[config.mk]
export PLATFORM = sky130hd
export DESIGN_NAME = wdog_keyed
export DESIGN_NICKNAME = d
export VERILOG_FILES = /design/src/rtl/wdog_pkg.sv /design/src/rtl/wdog_tick.sv /design/src/rtl/wdog_count.sv /design/src/rtl/wdog_keyed.sv
export SDC_FILE = /design/constraint.sdc
export NUM_CORES = 1
export LEC_CHECK = 0
export BUFFER_PORTS_ARGS = -buffer_cell sky130_fd_sc_hd__buf_2
export CORE_UTILIZATION = 56
export CTS_CLUSTER_SIZE = 40
export DETAILED_ROUTE_END_ITERATION = 16
export PLACE_DENSITY_LB_ADDON = 0.05
export SLEW_MARGIN = 20
export SYNTH_ARGS = -nofsm -noshare
export SYNTH_HDL_FRONTEND = slang
export SYNTH_SLANG_ARGS = --single-unit
[constraint.sdc]
create_clock -name clk -period 2.8 [get_ports clk]
set_input_delay 0.28 -clock clk [delete_from_list [all_inputs] [get_ports clk]]
set_output_delay 0.28 -clock clk [all_outputs]
set_load 0.03 [all_outputs]
[src/rtl/wdog_pkg.sv]
package wdog_pkg;

  localparam int unsigned REG_W = 32;

  localparam logic [4:0] OFF_COUNT   = 5'h00;
  localparam logic [4:0] OFF_RELOAD  = 5'h04;
  localparam logic [4:0] OFF_KICK    = 5'h08;
  localparam logic [4:0] OFF_CTL     = 5'h0C;
  localparam logic [4:0] OFF_TSTAT   = 5'h10;

  localparam logic [REG_W-1:0] KICK_KEY = 32'h0000_4755;

  typedef enum logic [1:0] {
    SCOPE_SOC  = 2'b00,
    SCOPE_CHIP = 2'b01,
    SCOPE_CPU  = 2'b10,
    SCOPE_RSVD = 2'b11
  } scope_e;

  // bit positions fixed: software composes the control word
  typedef struct packed {
    logic   alt_boot;  // 7
    scope_e scope;     // 6:5
    logic   src_fixed; // 4
    logic   ext_en;    // 3
    logic   irq_en;    // 2
    logic   rst_en;    // 1
    logic   run;       // 0
  } ctl_t;

  typedef struct packed {
    logic alt_seen;    // 1
    logic expired;     // 0
  } tstat_t;

endpackage

[src/rtl/wdog_tick.sv]
module wdog_tick #(
  parameter int unsigned DIV = 50
) (
  input  logic clk,
  input  logic rst,
  output logic tick
);

  localparam int unsigned DW = (DIV > 2) ? $clog2(DIV) : 1;
  localparam logic [DW-1:0] LAST = DW'(DIV - 1);

  logic [DW-1:0] phase;

  generate
    if (DIV <= 1) begin : g_bypass
      always_ff @(posedge clk) begin
        if (rst) begin
          phase <= '0;
          tick  <= 1'b0;
        end else begin
          phase <= '0;
          tick  <= 1'b1;
        end
      end
    end else begin : g_div
      always_ff @(posedge clk) begin
        if (rst) begin
          phase <= '0;
          tick  <= 1'b0;
        end else begin
          if (phase == LAST) phase <= '0;
          else               phase <= phase + 1'b1;
          tick <= (phase == LAST);
        end
      end

      AST_TICK_SPACED: assert property (@(posedge clk) disable iff (rst)
        tick |=> !tick) else $error("tick not isolated");
    end
  endgenerate

endmodule

[src/rtl/wdog_count.sv]
module wdog_count #(
  parameter int unsigned CNT_W = 32
) (
  input  logic             clk,
  input  logic             rst,
  input  logic             step,
  input  logic             run,
  input  logic             load,
  input  logic [CNT_W-1:0] reload_val,
  output logic [CNT_W-1:0] count,
  output logic             hit
);

  localparam logic [CNT_W-1:0] ONE = CNT_W'(1);

  logic live;
  assign live = run && step && (count != '0);
  assign hit  = live && !load && (count == ONE);

  always_ff @(posedge clk) begin
    if (rst)       count <= '0;
    else if (load) count <= reload_val;
    else if (live) count <= count - ONE;
  end

  AST_KEY_LOAD: assert property (@(posedge clk) disable iff (rst)
    load |=> count == $past(reload_val)) else $error("keyed load");

  AST_FROZEN: assert property (@(posedge clk) disable iff (rst)
    (!run && !load) |=> $stable(count)) else $error("count moved while off");

  AST_NO_RISE: assert property (@(posedge clk) disable iff (rst)
    !load |=> count <= $past(count)) else $error("count rose without key");

  AST_HIT_ZERO: assert property (@(posedge clk) disable iff (rst)
    hit |=> count == '0) else $error("expiry left count nonzero");

endmodule

[src/rtl/wdog_keyed.sv]
module wdog_keyed
  import wdog_pkg::*;
#(
  parameter int unsigned ADDR_W   = 5,
  parameter int unsigned CNT_W    = 32,
  parameter int unsigned TICK_DIV = 50
) (
  input  logic              clk,
  input  logic              rst,
  input  logic [ADDR_W-1:0] bus_addr,
  input  logic [31:0]       bus_wdata,
  input  logic              bus_we,
  output logic [31:0]       bus_rdata,
  output logic              rst_req,
  output logic [1:0]        rst_scope,
  output logic              irq_pulse,
  output logic              ext_pulse,
  output logic              boot_alt
);

  localparam int unsigned CTL_W = $bits(ctl_t);
  localparam int unsigned TS_W  = $bits(tstat_t);

  ctl_t             ctl_q;
  tstat_t           ts_q;
  logic [CNT_W-1:0] reload_q;
  logic [CNT_W-1:0] count;
  logic             tick_fixed;
  logic             step;
  logic             hit;
  logic             kick;

  logic sel_reload, sel_kick, sel_ctl;
  assign sel_reload = bus_we && (bus_addr == ADDR_W'(OFF_RELOAD));
  assign sel_kick   = bus_we && (bus_addr == ADDR_W'(OFF_KICK));
  assign sel_ctl    = bus_we && (bus_addr == ADDR_W'(OFF_CTL));
  assign kick       = sel_kick && (bus_wdata == KICK_KEY);

  wdog_tick #(.DIV(TICK_DIV)) u_tick (
    .clk  (clk),
    .rst  (rst),
    .tick (tick_fixed)
  );

  assign step = ctl_q.src_fixed ? tick_fixed : 1'b1;

  wdog_count #(.CNT_W(CNT_W)) u_count (
    .clk        (clk),
    .rst        (rst),
    .step       (step),
    .run        (ctl_q.run),
    .load       (kick),
    .reload_val (reload_q),
    .count      (count),
    .hit        (hit)
  );

  // register file
  always_ff @(posedge clk) begin
    if (rst) begin
      ctl_q    <= '0;
      reload_q <= '0;
    end else begin
      if (sel_ctl)    ctl_q    <= ctl_t'(bus_wdata[CTL_W-1:0]);
      if (sel_reload) reload_q <= bus_wdata[CNT_W-1:0];
    end
  end

  // sticky timeout status
  always_ff @(posedge clk) begin
    if (rst) begin
      ts_q <= '0;
    end else if (hit) begin
      ts_q.expired <= 1'b1;
      if (ctl_q.alt_boot) ts_q.alt_seen <= 1'b1;
    end
  end

  // registered expiry outputs
  always_ff @(posedge clk) begin
    if (rst) begin
      rst_req   <= 1'b0;
      irq_pulse <= 1'b0;
      ext_pulse <= 1'b0;
      rst_scope <= 2'b00;
    end else begin
      rst_req   <= hit && ctl_q.rst_en;
      irq_pulse <= hit && ctl_q.irq_en;
      ext_pulse <= hit && ctl_q.ext_en;
      rst_scope <= (hit && ctl_q.rst_en) ? ctl_q.scope : 2'b00;
    end
  end

  assign boot_alt = ts_q.alt_seen;

  // registered read port
  always_ff @(posedge clk) begin
    if (rst) begin
      bus_rdata <= '0;
    end else begin
      unique case (bus_addr)
        ADDR_W'(OFF_COUNT):  bus_rdata <= 32'(count);
        ADDR_W'(OFF_RELOAD): bus_rdata <= 32'(reload_q);
        ADDR_W'(OFF_CTL):    bus_rdata <= {{(32-CTL_W){1'b0}}, ctl_q};
        ADDR_W'(OFF_TSTAT):  bus_rdata <= {{(32-TS_W){1'b0}}, ts_q};
        default:             bus_rdata <= '0;
      endcase
    end
  end

  AST_REQ_SINGLE: assert property (@(posedge clk) disable iff (rst)
    rst_req |=> !rst_req) else $error("reset request too long");

  AST_IRQ_SINGLE: assert property (@(posedge clk) disable iff (rst)
    irq_pulse |=> !irq_pulse) else $error("irq too long");

  AST_REQ_GATED: assert property (@(posedge clk) disable iff (rst)
    rst_req |-> $past(ctl_q.rst_en)) else $error("request while disabled");

  AST_SCOPE_IDLE: assert property (@(posedge clk) disable iff (rst)
    !rst_req |-> rst_scope == 2'b00) else $error("scope outside request");

  AST_EXP_STICKY: assert property (@(posedge clk) disable iff (rst)
    ts_q.expired |=> ts_q.expired) else $error("expiry flag dropped");

  AST_ALT_LATCH: assert property (@(posedge clk) disable iff (rst)
    (hit && ctl_q.alt_boot) |=> boot_alt) else $error("alt boot not latched");

endmodule

# Word level (Yosys, flattened, before mapping)
# Index checks and enable logic that the tools add are counted.
# Widths: inputs -> output; s select.
[op_classes]
eq_ne = 7
n_addsub = 2
n_reduce_logical = 18
muxes = 4
bitwise_logic = 1
[op_table]
columns = ["cell", "n"]
rows = [
  ["$pmux 32 s4", 1],
  ["$mux 32", 2],
  ["$eq 32x1->1 const B", 1],
  ["$eq 32x15->1 const B", 1],
  ["$reduce_bool 32->1", 1],
  ["$sub 32x1->32 const B", 1],
  ["$logic_and 1x1->1", 11],
  ["$eq 5x4->1 const B", 2],
  ["$add 6x1->6 const B", 1],
  ["$eq 6x6->1 const B", 1],
  ["$eq 5x3->1 const B", 1],
  ["$eq 5x5->1 const B", 1],
  ["$logic_not 5->1", 1],
  ["$reduce_or 2->1", 2],
  ["$reduce_and 2->1", 1],
  ["$reduce_bool 2->1", 1],
  ["$logic_not 1->1", 1],
  ["$mux 1", 1],
  ["$not 1->1", 1],
]
[totals]
reg_bits = 118

# Longest topological paths before layout
[logic_depth]
ltp_word = 9
depth_mapped = 9
depth_no_buf = 8

# Cells and area by module
# From an unflattened synthesis, not the netlist that was laid out.
[unflattened]
cells_unflattened = 623
hier_area_um2 = 5759.3
[modules_own_cells]
columns = ["mod", "cells_each", "seq_area_each_um2", "instances", "area_per_inst_um2"]
rows = [
  ["wdog_keyed", 364, 1581.5, 1, 3507.1],
  ["wdog_count", 231, 640.6, 1, 1975.6],
  ["wdog_tick", 28, 140.1, 1, 276.5],
]

# Least setup slack after synthesis
# No wires, ideal clock.
[synth_path]
kind = "reg2reg"
startpoint = "reg u_count.count[26]"
endpoint = "reg rst_scope[0]"
t_required_ps = 2740
arrival_time_ps = 2328
path_slack_ps = 412
stages_incl_launch_ff = 7
n_path_buf = 0
path_cell_list = "dfxtp_1 -> or4_4 -> or3_4 -> or3_4 -> or4_4 -> nor2_2 -> and3_1"
[synth_between]
elab_chain_cells = 7
word_cells_on_any_way = 8
cone_classes = "eq/ne (1); bitwise (1); reduce/logical (6)"
[synth_rtl]
columns = ["element", "line_no", "rtl"]
rows = [
  ["start, declared", "wdog_count.sv:10", "output logic [CNT_W-1:0] count,"],
  ["start signal, assigned", "wdog_count.sv:22", "else if (load) count <= reload_val;"],
  ["start signal, assigned", "wdog_count.sv:23", "else if (live) count <= count - ONE;"],
  ["$reduce_bool 32->1", "wdog_count.sv:17", "assign live = run && step && (count != '0);"],
  ["$logic_and 1x1->1", "wdog_count.sv:17", ""],
  ["$logic_and 1x1->1", "wdog_count.sv:18", "assign hit = live && !load && (count == ONE);"],
  ["$logic_and 1x1->1 *", "wdog_count.sv:18", ""],
  ["$logic_and 1x1->1 *", "wdog_keyed.sv:90", "rst_scope <= (hit && ctl_q.rst_en) ? ctl_q.scope : 2'b00;"],
  ["$not 1->1 (no source line) *", "n/a", ""],
  ["$reduce_or 2->1 (no source line) *", "n/a", ""],
  ["end signal, assigned", "wdog_keyed.sv:90", ""],
  ["end, declared", "wdog_keyed.sv:15", "output logic [1:0] rst_scope,"],
]
# Mark *: on every way between the ends. The rest lies on a longest branch, timed or not.
# A chain may end at the register's enable or synchronous reset.

# Final worst setup path
# Ends and elaborated chain as after synthesis.

==> impl_metrics.json <==
{
  "status": "finished, final reports clean",
  "start_util_pct": 59.17,
  "synth_ff_type": "dfxtp_1",
  "cts-resized-gates": 0,
  "via_per_inst": 5.877,
  "synth_nets": 627,
  "skew_ps": 12.23,
  "row_count": 33,
  "rsz0062_at_grt": "no",
  "power_density_mw_per_mm2": 629.8,
  "tritoncts": "built",
  "wl_met1_um": 5779,
  "clk-insertion-delay-late_ps": 520,
  "cts_root_buf": "clkbuf_8",
  "irDropWorstVdd_mv": 0.4153,
  "drt_iter0_drc": 285,
  "portBuffers": 77,
  "synth_warnings": 0,
  "power_mw": 3.822,
  "ys_top_cells_by_area": "dfxtp_1 48%, nor2_1 7.3%, nand2_1 6.4%",
  "synth_top_cell_by_area": "dfxtp_1",
  "path_clk_slew_ps": 60,
  "ys_top_cells_by_count": "118 x dfxtp_1, 96 x nor2_1, 85 x nand2_1",
  "pre_cts_slack_ps": 203.9,
  "hold_viol": 0,
  "fin_crit_sh_pct": 93.38,
  "grt_util_all_layers_pct": 30.24,
  "worstPathArrival_ps": 3070,
  "fmax_mhz": 382.4,
  "yosysUniqueCellTypes": 49,
  "fin_cells": 783,
  "vias": 4602,
  "nets": 710,
  "leakagePower_nw": 2.401,
  "synth_area_per_cell_um2": 8.507,
  "min_period_ps": 2615,
  "cts_buffers": 17,
  "syn_area_mm2": 0.004960,
  "grt_antenna_before_repair": 0,
  "max_cap_violations": 0,
  "critPathKind": "reg -> reg",
  "required_ps": 3250,
  "crit_fanout": 6,
  "whs_ps": 10.89,
  "grt_pass1_wl_um": 21080,
  "end_kind": "flip-flop",
  "n_antenna_cell": 0,
  "wl_per_cell_um": 16.51,
  "overflow": 0,
  "ys_seq_elements": 118,
  "setup_tns_ps": 0,
  "cts.sinks": 118,
  "yosysTopAreaCellShare_pct": 47.63,
  "nFillCells": 675,
  "core_mm2": 0.008382,
  "setup_slack_ps": 185.3,
  "grt_max_degree": 42,
  "synthArstFlopShare_pct": 0,
  "route.detailed.drc": 0,
  "drtAntennaViolNets": 0,
  "hp-class": "in -> reg",
  "syn2layout_area_growth_pct": 22.35,
  "clk_path_buf_depth": 2,
  "htreeDepth": 4,
  "gp_congestion": 0.9133,
  "finalInstanceArea_mm2": 0.006068,
  "wl_um": 12930,
  "io_pins": 78,
  "highest_layer": "met4",
  "die_w_um": 96.11,
  "setup_viol": 0,
  "wl_met3_um": 900,
  "place_inst": 751,
  "die_area_mm2": 0.009237,
  "grt_pass1_vias": 4301,
  "worstMarginPinSlew_ps": 821.2,
  "dp_hpwl_um": 8916,
  "yosysMostFrequentCell": "dfxtp_1",
  "relSlewSlack_pct": 45.00,
  "wl_met2_um": 6115,
  "synthCells": 583,
  "postLayoutCoreUtil_pct": 72.40,
  "drive_gt1_share_pct": 20.94,
  "cp-start-kind": "flip-flop",
  "dr.pass1.iters": 7,
  "die_h_um": 96.11,
  "dpl-instance-area_mm2": 0.005498,
  "ys_seq_area_share_pct": 47.63,
  "synth_edf_count": 0,
  "drv_slew": 0
}
cell type report:
type	instances	area, µm²	share of cell area, %
Multi-Input combinational cell	427	2457	40.49
Tap cell	105	131.4	2.165
Inverter	5	18.77	0.3093
Timing Repair Buffer	97	538.0	8.866
Sequential cell	118	2362	38.93
Clock inverter	7	70.07	1.155
Clock buffer	24	490.5	8.082
state kept, by name, summed over array words and instances (netlist names):
register,count
reload_q,32
ts_q,1
u_tick.tick,1
bus_rdata,32
irq_pulse,1
boot_alt,1
u_count.count,32
ext_pulse,1
rst_req,1
u_tick.phase,6
rst_scope,2
ctl_q,8
cells by family after synthesis:
group | synth area share, %
DFF | 47.63
buffers and inverters | 2.926
AOI/OAI and AO/OA | 15.31
adders and majority gates | 1.009
muxes | 1.816
and+or+nand+nor | 25.83
xor gates and xnor gates | 5.474
worst paths after layout:
| check | from | endpoint | slack, ps | cells past startpoint |
|---|---|---|---|---|
| worst max-delay path | u_count.count[26] | rst_scope[0] | 190 | 6 |
| worst min-delay path | bus_wdata[20] | reload_q[20] | 10 | 3 |
| worst max register to register | u_count.count[26] | rst_scope[0] | 190 | 6 |
| worst min register to register | u_tick.phase[0] | u_tick.phase[0] | 470 | 1 |
what timing repair did:
item / in CTS / in global routing
hold endpoints to repair: 1 / 0
buffers inserted: 0 / 0
endpoints found under the setup margin: 0 / 0
hold buffers: 1 / 0
routing by layer:
layer	vias to the layer above	global-route usage, %
li1	2225	-
met2	210	49.23
met1	2157	38.63
met5	-	0
met3	10	8.689
met4	0	9.328
critical path, stage by stage (launching register included):
cell and delay, ps:
dfxtp_1 360, or4_4 570, or3_4 360, or3_4 410, or4_4 430, nor2_2 220, and3_1 200
report_power, final:
| part | leakage [nW] | total, mW | switching [mW] | internal [mW] |
|---|---|---|---|---|
| logic | 1.18 | 0.107 | 0.0688 | 0.0383 |
| registers | 0.951 | 1.70 | 0.00696 | 1.69 |
| clock network | 0.265 | 2.02 | 0.735 | 1.28 |
| total | 2.40 | 3.82 | 0.810 | 3.01 |
cell usage in the layout (no fill, tap or decap), types with 2 or more instances in the layout:
cell,count
nand2_1,85
and2_2,2
a31oi_1,2
xor2_1,14
nand3b_1,2
a211oi_1,28
nor4bb_1,3
nor2_1,95
or4_1,2
inv_1,5
clkbuf_16,16
and3_1,5
clkinv_2,2
nand3_1,9
or2_2,2
a222oi_1,6
nor4_1,11
nand2b_1,4
mux2i_1,9
o21ai_0,4
nand4_1,7
buf_2,77
or3_1,6
dfxtp_1,118
or4_4,2
buf_4,19
clkinvlp_4,4
a22oi_1,26
nor2_2,2
nor4b_1,5
clkbuf_8,6
xnor2_1,17
clkbuf_1,2
or3_4,2
nor3_1,17
ha_1,4
a21oi_1,38
Note: power is estimated with default switching activity, not from simulation.
